`src/rtl/txbd_pkg.sv`:
```
package txbd_pkg;

  typedef enum logic [3:0] {
    S_IDLE,
    S_RD_W0,
    S_RD_W1,
    S_RD_DATA,
    S_PUSH,
    S_WAIT_TX,
    S_WR_W1,
    S_WR_W0,
    S_ADV,
    S_HALT
  } eng_state_t;

  // bit positions inside descriptor word 1 (above the length field)
  localparam int unsigned STAT_DONE_OFS  = 0;
  localparam int unsigned STAT_UNDR_OFS  = 1;
  localparam int unsigned STAT_BITS      = 2;
  localparam int unsigned DESC_WORDS     = 2;

endpackage

```
`src/rtl/txbd_mem_port.sv`:
```
module txbd_mem_port #(
  parameter int unsigned DW = 32
) (
  input  logic          clk,
  input  logic          rst,
  input  logic          start,
  input  logic          we,
  input  logic [DW-1:0] addr,
  input  logic [DW-1:0] wdata,
  input  logic          mem_ack,
  input  logic [DW-1:0] mem_rdata,
  output logic          mem_req,
  output logic          mem_we,
  output logic [DW-1:0] mem_addr,
  output logic [DW-1:0] mem_wdata,
  output logic          done,
  output logic [DW-1:0] rdata
);

  always_ff @(posedge clk) begin
    if (rst) begin
      mem_req   <= 1'b0;
      mem_we    <= 1'b0;
      mem_addr  <= '0;
      mem_wdata <= '0;
    end else if (start && !mem_req) begin
      mem_req   <= 1'b1;
      mem_we    <= we;
      mem_addr  <= addr;
      mem_wdata <= wdata;
    end else if (mem_req && mem_ack) begin
      mem_req <= 1'b0;
      mem_we  <= 1'b0;
    end
  end

  assign done  = mem_req & mem_ack;
  assign rdata = mem_rdata;

endmodule

```
`src/rtl/txbd_ring_index.sv`:
```
module txbd_ring_index #(
  parameter int unsigned DW    = 32,
  parameter int unsigned IDX_W = 8
) (
  input  logic             clk,
  input  logic             rst,
  input  logic             restart,
  input  logic             step,
  input  logic [IDX_W-1:0] count,
  input  logic [DW-1:0]    base,
  output logic [IDX_W-1:0] idx,
  output logic [DW-1:0]    desc_addr
);

  localparam int unsigned BYTES_PER_WORD = DW / 8;
  localparam int unsigned DESC_SHIFT     = $clog2(BYTES_PER_WORD * txbd_pkg::DESC_WORDS);

  logic [IDX_W:0] nxt;
  logic           wrap;

  assign nxt  = {1'b0, idx} + {{IDX_W{1'b0}}, 1'b1};
  assign wrap = (nxt >= {1'b0, count});

  always_ff @(posedge clk) begin
    if (rst || restart) begin
      idx <= '0;
    end else if (step) begin
      idx <= wrap ? '0 : nxt[IDX_W-1:0];
    end
  end

  assign desc_addr = base + (DW'(idx) << DESC_SHIFT);

endmodule

```
`src/rtl/txbd_dma_engine.sv`:
```
module txbd_dma_engine #(
  parameter int unsigned DATA_W = 32,
  parameter int unsigned IDX_W  = 8,
  parameter int unsigned LEN_W  = 16
) (
  input  logic              clk,
  input  logic              rst,
  input  logic              cfg_enable,
  input  logic              cfg_skip_unowned,
  input  logic [DATA_W-1:0] cfg_ring_base,
  input  logic [IDX_W-1:0]  cfg_ring_count,
  output logic              mem_req,
  output logic              mem_we,
  output logic [DATA_W-1:0] mem_addr,
  output logic [DATA_W-1:0] mem_wdata,
  input  logic              mem_ack,
  input  logic [DATA_W-1:0] mem_rdata,
  output logic              fifo_wr,
  output logic [7:0]        fifo_data,
  output logic              fifo_eof,
  input  logic              fifo_full,
  input  logic              tx_done,
  input  logic              tx_underrun,
  output logic              irq_done,
  output logic              irq_halt
);
  import txbd_pkg::*;

  localparam int unsigned LANES   = DATA_W / 8;
  localparam int unsigned LANE_W  = $clog2(LANES);
  localparam int unsigned OWN_BIT = DATA_W - 1;
  localparam int unsigned CTRL_W  = DATA_W - LEN_W - STAT_BITS;
  localparam logic [DATA_W-1:0] OWN_MASK = DATA_W'(1) << OWN_BIT;

  eng_state_t state;

  logic [DATA_W-1:0] bufp_q;
  logic [DATA_W-1:0] ptr_q;
  logic [DATA_W-1:0] word_q;
  logic [LEN_W-1:0]  len_q;
  logic [LEN_W-1:0]  flen_q;
  logic [CTRL_W-1:0] ctrl_q;
  logic              und_q;
  logic              pend_q;

  logic              mem_state;
  logic              mp_start;
  logic              mp_we;
  logic [DATA_W-1:0] mp_addr;
  logic [DATA_W-1:0] mp_wdata;
  logic              mp_done;
  logic [DATA_W-1:0] mp_rdata;

  logic              ring_restart;
  logic              ring_step;
  logic [IDX_W-1:0]  ring_idx;
  logic [DATA_W-1:0] desc_addr;

  logic [LANE_W-1:0] lane;
  logic [7:0]        cur_byte;
  logic              last_byte;
  logic              last_lane;

  txbd_ring_index #(.DW(DATA_W), .IDX_W(IDX_W)) u_ring (
    .clk      (clk),
    .rst      (rst),
    .restart  (ring_restart),
    .step     (ring_step),
    .count    (cfg_ring_count),
    .base     (cfg_ring_base),
    .idx      (ring_idx),
    .desc_addr(desc_addr)
  );

  txbd_mem_port #(.DW(DATA_W)) u_mport (
    .clk      (clk),
    .rst      (rst),
    .start    (mp_start),
    .we       (mp_we),
    .addr     (mp_addr),
    .wdata    (mp_wdata),
    .mem_ack  (mem_ack),
    .mem_rdata(mem_rdata),
    .mem_req  (mem_req),
    .mem_we   (mem_we),
    .mem_addr (mem_addr),
    .mem_wdata(mem_wdata),
    .done     (mp_done),
    .rdata    (mp_rdata)
  );

  // access sequencing
  always_comb begin
    mem_state = 1'b0;
    mp_we     = 1'b0;
    mp_addr   = desc_addr;
    mp_wdata  = '0;
    unique case (state)
      S_RD_W0: mem_state = 1'b1;
      S_RD_W1: begin
        mem_state = 1'b1;
        mp_addr   = desc_addr + DATA_W'(LANES);
      end
      S_RD_DATA: begin
        mem_state = 1'b1;
        mp_addr   = {ptr_q[DATA_W-1:LANE_W], {LANE_W{1'b0}}};
      end
      S_WR_W1: begin
        mem_state = 1'b1;
        mp_we     = 1'b1;
        mp_addr   = desc_addr + DATA_W'(LANES);
        mp_wdata  = {ctrl_q, und_q, 1'b1, flen_q};
      end
      S_WR_W0: begin
        mem_state = 1'b1;
        mp_we     = 1'b1;
        mp_wdata  = bufp_q & ~OWN_MASK;
      end
      default: ;
    endcase
  end

  assign mp_start     = mem_state & ~pend_q;
  assign ring_restart = (state == S_IDLE) & cfg_enable;
  assign ring_step    = (state == S_ADV);

  assign lane      = ptr_q[LANE_W-1:0];
  assign cur_byte  = word_q[8*lane +: 8];
  assign last_byte = (len_q == LEN_W'(1));
  assign last_lane = (lane == LANE_W'(LANES - 1));

  always_ff @(posedge clk) begin
    if (rst) begin
      pend_q <= 1'b0;
    end else if (mp_start) begin
      pend_q <= 1'b1;
    end else if (mp_done) begin
      pend_q <= 1'b0;
    end
  end

  // main sequencer
  always_ff @(posedge clk) begin
    if (rst) begin
      state     <= S_IDLE;
      bufp_q    <= '0;
      ptr_q     <= '0;
      word_q    <= '0;
      len_q     <= '0;
      flen_q    <= '0;
      ctrl_q    <= '0;
      und_q     <= 1'b0;
      fifo_wr   <= 1'b0;
      fifo_data <= '0;
      fifo_eof  <= 1'b0;
      irq_done  <= 1'b0;
      irq_halt  <= 1'b0;
    end else begin
      fifo_wr  <= 1'b0;
      fifo_eof <= 1'b0;
      irq_done <= 1'b0;
      irq_halt <= 1'b0;
      unique case (state)
        S_IDLE: begin
          if (cfg_enable) state <= S_RD_W0;
        end
        S_RD_W0: begin
          if (mp_done) begin
            bufp_q <= mp_rdata;
            ptr_q  <= mp_rdata & ~OWN_MASK;
            if (mp_rdata[OWN_BIT]) begin
              state <= S_RD_W1;
            end else if (cfg_skip_unowned) begin
              state <= S_ADV;
            end else begin
              irq_halt <= 1'b1;
              state    <= S_HALT;
            end
          end
        end
        S_RD_W1: begin
          if (mp_done) begin
            len_q  <= mp_rdata[LEN_W-1:0];
            flen_q <= mp_rdata[LEN_W-1:0];
            ctrl_q <= mp_rdata[DATA_W-1:LEN_W+STAT_BITS];
            und_q  <= 1'b0;
            if (mp_rdata[LEN_W-1:0] == '0) state <= S_WR_W1;
            else                           state <= S_RD_DATA;
          end
        end
        S_RD_DATA: begin
          if (mp_done) begin
            word_q <= mp_rdata;
            state  <= S_PUSH;
          end
        end
        S_PUSH: begin
          if (!fifo_full) begin
            fifo_wr   <= 1'b1;
            fifo_data <= cur_byte;
            fifo_eof  <= last_byte;
            ptr_q     <= ptr_q + DATA_W'(1);
            len_q     <= len_q - LEN_W'(1);
            if (last_byte)      state <= S_WAIT_TX;
            else if (last_lane) state <= S_RD_DATA;
          end
        end
        S_WAIT_TX: begin
          if (tx_done) begin
            und_q <= tx_underrun;
            state <= S_WR_W1;
          end
        end
        S_WR_W1: begin
          if (mp_done) state <= S_WR_W0;
        end
        S_WR_W0: begin
          if (mp_done) begin
            irq_done <= 1'b1;
            state    <= S_ADV;
          end
        end
        S_ADV: begin
          state <= cfg_enable ? S_RD_W0 : S_IDLE;
        end
        S_HALT: begin
          if (!cfg_enable) state <= S_IDLE;
        end
        default: state <= S_IDLE;
      endcase
    end
  end

endmodule

```
`config.mk`:
```
export PLATFORM = sky130hd
export DESIGN_NAME = txbd_dma_engine
export DESIGN_NICKNAME = d
export VERILOG_FILES = /design/src/rtl/txbd_pkg.sv /design/src/rtl/txbd_mem_port.sv /design/src/rtl/txbd_ring_index.sv /design/src/rtl/txbd_dma_engine.sv
export SDC_FILE = /design/constraint.sdc
export NUM_CORES = 1
export LEC_CHECK = 0
export BUFFER_PORTS_ARGS = -buffer_cell sky130_fd_sc_hd__buf_2
export CAP_MARGIN = 20
export CORE_MARGIN = 5
export CORE_UTILIZATION = 36
export CTS_BUF_LIST = sky130_fd_sc_hd__clkbuf_4
export CTS_CLUSTER_SIZE = 14
export DETAILED_ROUTE_END_ITERATION = 8
export GPL_TIMING_DRIVEN = 0
export MAX_ROUTING_LAYER = met4
export SYNTH_ARGS = -nofsm -noshare
export SYNTH_HDL_FRONTEND = slang
export SYNTH_SLANG_ARGS = --single-unit
```
`constraint.sdc`:
```
create_clock -name clk -period 3.7 [get_ports clk]
set_input_delay 0.74 -clock clk [delete_from_list [all_inputs] [get_ports clk]]
set_output_delay 0.74 -clock clk [all_outputs]
set_load 0.005 [all_outputs]
```
# Word level (Yosys, flattened, before mapping)
# Cells that the tools add are included.
# Widths: inputs -> output; s select.
# classes
addsub	5
n_mul	0
div_mod_pow	0
n_lt_le_gt_ge	1
eq_ne	21
n_shift	1
mux	37
bitwise	9
n_reduce_logical	26
# op_table
op	n
$pmux 32 s2	3
$mux 32	2
$mux 4	12
$pmux 4 s10	1
$add 32x1->32 const B	1
$add 32x11->32	1
$add 32x3->32 const B	1
$mux 16	2
$pmux 16 s2	1
$shiftx 32x6->8	1
$ne 2x2->1 const B	9
$eq 16x1->1 const B	1
$eq 4x3->1 const B	4
$logic_not 16->1	1
$sub 16x1->16 const B	1
$mux 1	13
$reduce_and 10->1	1
$reduce_bool 2->1	5
$add 8x1->9 const B	1
$ge 9x8->1	1
$reduce_and 3->1	3
$eq 4x2->1 const B	2
$eq 4x4->1 const B	2
$mux 8	1
16 further kinds	30
# totals
reg_bits	233
latchBits	0
mem_bits_rw	0
mem_bits_ro	0
in_bits	80
out_inout_bits	78
word_cells	119
n_memories	0

# Depth between registers and ports, before layout
# depth
depth_word	6
ltp_mapped	13

# By module
# From an unflattened synthesis, not the netlist that was laid out.
# hier_totals
cells_unflattened	1633
area_unflattened_um2	12492.0
# modules_own_cells
mod	n_inst	cells_each	area_per_inst_um2
txbd_dma_engine	1	1123	8469.4
txbd_mem_port	1	319	2572.5
txbd_ring_index	1	191	1450.1

# Least setup slack after synthesis
# OpenSTA, ideal clock, no wires.
# synth_path
path_type	input -> register
start	input cfg_ring_base[3]
end	register u_mport.mem_addr[21]
t_arrival_ps	3592
setup_slack_ps	22
cell_stages	13
n_path_buf	2
cell_sequence	ha_1 > fa_1 > a211oi_1 > nor2_1 > xor2_1 > and4_1 > clkbuf_1 > and4_1 > o2111a_1 > buf_2 > a21o_1 > a32oi_1 > a211oi_1
# synth_via
elab_chain_cells	3
# synth_lines
element	line_no	text
start, declared	txbd_dma_engine.sv:10	input logic [DATA_W-1:0] cfg_ring_base,
$add 32x11->32 (*)	txbd_ring_index.sv:32	assign desc_addr = base + (DW'(idx) << DESC_SHIFT);
$add 32x3->32	txbd_dma_engine.sv:102, txbd_dma_engine.sv:111	
$pmux 32 s2 (*)	txbd_dma_engine.sv:98	unique case (state)
end signal, assigned	txbd_mem_port.sv:29	mem_addr <= addr;
end, declared	txbd_mem_port.sv:14	output logic [DW-1:0] mem_addr,
# Every way passes the cells marked *; elsewhere a longest branch is shown, timed or not.
# A chain may end at the register's enable or synchronous reset.

# Worst setup path after layout
# layout_path
start	register u_ring.idx[0]
end	register u_mport.mem_addr[21]
# layout_via
elab_chain_cells	3
# layout_lines
element	line_no	text
start, declared	txbd_ring_index.sv:11	output logic [IDX_W-1:0] idx,
start signal, assigned	txbd_ring_index.sv:28	idx <= wrap ? '0 : nxt[IDX_W-1:0];
$add 32x11->32 (*)	txbd_ring_index.sv:32	
$add 32x3->32	txbd_dma_engine.sv:102, txbd_dma_engine.sv:111	
$pmux 32 s2 (*)	txbd_dma_engine.sv:98	
# Marked as above.

==> flow_summary.json <==
{
  "path_delay_family": "compound AO/OA/AOI/OAI gates",
  "syn_inst": 1597,
  "drt-total-wl_um": 47400,
  "clk_pin_slew_ns": 0.06,
  "numCtsBuffers": 67,
  "finalCritPeriodShare": 0.959,
  "vias": 13100,
  "ys_ff_latch": 233,
  "yosysTopAreaCellShare": 0.383,
  "placed_area_um2": 13500,
  "htreeDepth": 3,
  "final_nets": 1921,
  "grt_pass1_vias": 12500,
  "cap_violations": 0,
  "clock_path_buffers": 3,
  "core_um2": 33400,
  "initial_core_util": 0.364,
  "crit_buf_inv": 1,
  "die_h_um": 194,
  "critPathSlowestCell": "dfxtp_1",
  "grt_max_degree": 12,
  "first_pass_iters": 6,
  "ys.flop_type": "dfxtp_1",
  "top_usage_layer": "met2",
  "die_w_um": 194,
  "drt_drc_violations_left": 0,
  "yosysMostFrequentCell": "nand2_1",
  "start_kind": "flop",
  "dieArea_um2": 37600,
  "finClkSkew_ns": 0.0498,
  "critPathArrivalTime_ns": 4.11,
  "port_buffers": 150,
  "placedCellCount": 2196,
  "setup_viol": 0,
  "synth_top_area_cell": "dfxtp_1",
  "synth_edf_count": 0,
  "ir_drop_mv": 0.249,
  "end_kind": "flop",
  "drive_gt1_frac": 0.157,
  "yosys.cell_types.count": 79,
  "ys_seq_area_frac": 0.383,
  "gp_congestion": 0.943,
  "worstPathRequired_ns": 4.26,
  "io_pins": 158,
  "viasPerCell": 5.64,
  "critPathMaxStageDelay_ns": 0.43,
  "fmax_ghz": 0.282,
  "grt_util_met3": 0.0587,
  "fillers": 3508,
  "std_cell_rows": 67,
  "status": "completed",
  "crit_chain": "ha_1 > fa_1 > a211oi_4 > o31a_4 > a21boi_2 > mux2_2 > a32o_1 > o2111a_1 > buf_2 > a21o_1 > a32oi_1 > a211oi_1",
  "slew_viol_final": 0,
  "ys_warn_count": 0,
  "worst-setup-path-type": "reg -> reg",
  "hold_viol": 0,
  "grt_overflow": 0,
  "drtAntennaViolNets": 0,
  "clock_sinks": 233,
  "power_density_nw_per_um2": 524,
  "syn_nets": 1699,
  "worst_pin_slew_ns": 1.09,
  "p_leak_uw": 0.00532,
  "drt_iter0_markers": 1197,
  "yosys-top-cells-count": "nand2_1, dfxtp_1, a21oi_1",
  "stdcell_area_um2": 14400,
  "synthArstFlopShare": 0,
  "hp-class": "in -> reg",
  "globalRouteTotalUtil": 0.248,
  "grt_pass1_wl_um": 72200,
  "path_max_fanout": 10,
  "hpwl_um": 35600,
  "rsz0062_at_grt": "no",
  "area_growth_pct": 18.7,
  "syn_avg_cell_area_um2": 7.62,
  "relSlewSlack": 0.271,
  "grt_antenna_before_repair": 2,
  "use_met2": 0.378,
  "clkLatencyLatePin_ns": 0.72,
  "finalCriticalPeriod_ns": 3.55,
  "grtUsageMet1": 0.328,
  "cts_root_buffer": "clkbuf_4",
  "cts_tree": "yes",
  "syn_area_um2": 12200,
  "yosys-top-cells-area": "dfxtp_1, a21oi_1, nand2_1, nor2_1, clkbuf_1",
  "wl_per_cell_um": 20.5,
  "final_core_utilization": 0.432,
  "fin_cells": 2315
}
-- kinds of logic after synthesis --
logic type	count (synthesis)	share of synthesized area
AOI/OAI and AO/OA	451	0.232
xor gates and xnor gates	44	0.0323
adders and majority gates	22	0.0232
buffers and inverters	130	0.0406
DFF	233	0.383
muxes	42	0.0429
and+or+nand+nor	675	0.245
-- worst reg2reg max path, delay by kind of cell (launching register included) --
family / cells / cell delay (ns)
flops: 1 / 0.43
mux: 1 / 0.38
buf+inv: 1 / 0.20
fa+ha+maj: 2 / 0.51
compound gates: 8 / 1.91
-- through the flow --
| step | worst slack, ns | hold WS [ns] | setup TNS [ns] | total power (uW) |
|---|---|---|---|---|
| after global routing | 0.00673 | 0.249 | 0 | 7960 |
| final | 0.153 | 0.301 | 0 | 7570 |
| after detailed placement | -0.740 | 0.442 | -7.63 | 5120 |
| after global placement | -0.676 | 0.439 | -22.99 | 5100 |
| after CTS | 0.0329 | 0.255 | 0 | 7560 |
| after floorplan | 0.0222 | 0.432 | 0 | 4260 |
-- power by group --
group	switching (uW)	internal [uW]	leakage, uW
clock	1160	1280	0.000488
combinational	1560	694	0.00295
sequential	162	2710	0.00188
-- flip-flops by register name, summed over array words and instances, names as in the netlist --
signal,cells
und_q,1
u_mport.mem_we,1
u_mport.mem_addr,32
irq_halt,1
u_mport.mem_wdata,32
fifo_wr,1
fifo_data,8
pend_q,1
irq_done,1
fifo_eof,1
bufp_q,31
u_ring.idx,8
word_q,32
len_q,16
ptr_q,32
ctrl_q,14
flen_q,16
state,4
u_mport.mem_req,1
-- final cells by class --
type | instances | area [um2] | area share
tap | 448 | 561 | 0.0388
clock inverter | 25 | 171 | 0.0119
inverter | 20 | 75.1 | 0.00520
sequential | 233 | 4660 | 0.323
timing repair buffer | 153 | 771 | 0.0534
multi-input combinational | 1234 | 7100 | 0.492
antenna | 2 | 5.00 | 0.000346
buffer | 110 | 419 | 0.0290
clock buffer | 90 | 676 | 0.0468
-- what timing repair did --
action | in CTS | in global routing
resized for setup | 5 | 10
pin swaps | 1 | 0
hold buffers | 0 | 0
endpoints found under the setup margin | 10 | 9
cloned | 0 | 0
setup buffers | 0 | 1
-- final timing paths --
path / startpoint / to / slack, ns / cells past startpoint
setup / recovery: u_ring.idx[0]$_SDFFE_PP0N_ / u_mport.mem_addr[21]$_SDFFE_PP0P_ / 0.15 / 12
setup reg to reg: u_ring.idx[0]$_SDFFE_PP0N_ / u_mport.mem_addr[21]$_SDFFE_PP0P_ / 0.15 / 12
hold / removal: cfg_ring_base[0] / u_mport.mem_addr[0]$_SDFFE_PP0P_ / 0.30 / 3
hold reg to reg: u_mport.mem_addr[0]$_SDFFE_PP0P_ / u_mport.mem_addr[0]$_SDFFE_PP0P_ / 0.45 / 2
-- metal layers --
layer,vias to the layer above,wire length (um)
li1,6200,-
met1,6172,20700
met2,583,21100
met3,100,4130
met4,0,1420
met5,-,0
-- cell usage in the layout, fill, tap and decap left out, types with 7 or more instances in the layout --
cell,netlist,layout
xnor2_1,31,29
a22oi_1,12,12
nor3b_1,7,7
nand3_1,48,48
xor2_1,12,11
nand2b_1,10,10
a221oi_1,14,14
buf_1,8,8
a211oi_1,31,29
mux4_2,8,8
buf_2,2,153
inv_1,20,20
ha_1,21,21
o21ai_0,46,46
a21oi_1,229,229
nor2_1,163,163
clkbuf_4,0,90
and3_1,7,7
a31oi_1,16,16
a21o_1,13,13
nor4_1,11,10
mux2i_1,33,33
clkbuf_1,99,99
dfxtp_1,233,233
nor3_1,68,67
nand4_1,15,15
and2_1,7,7
o31ai_1,10,10
nand2_1,305,305
a221o_1,8,8
or3_1,10,10
clkinv_1,0,16
Power figures use the tool's default switching activity.
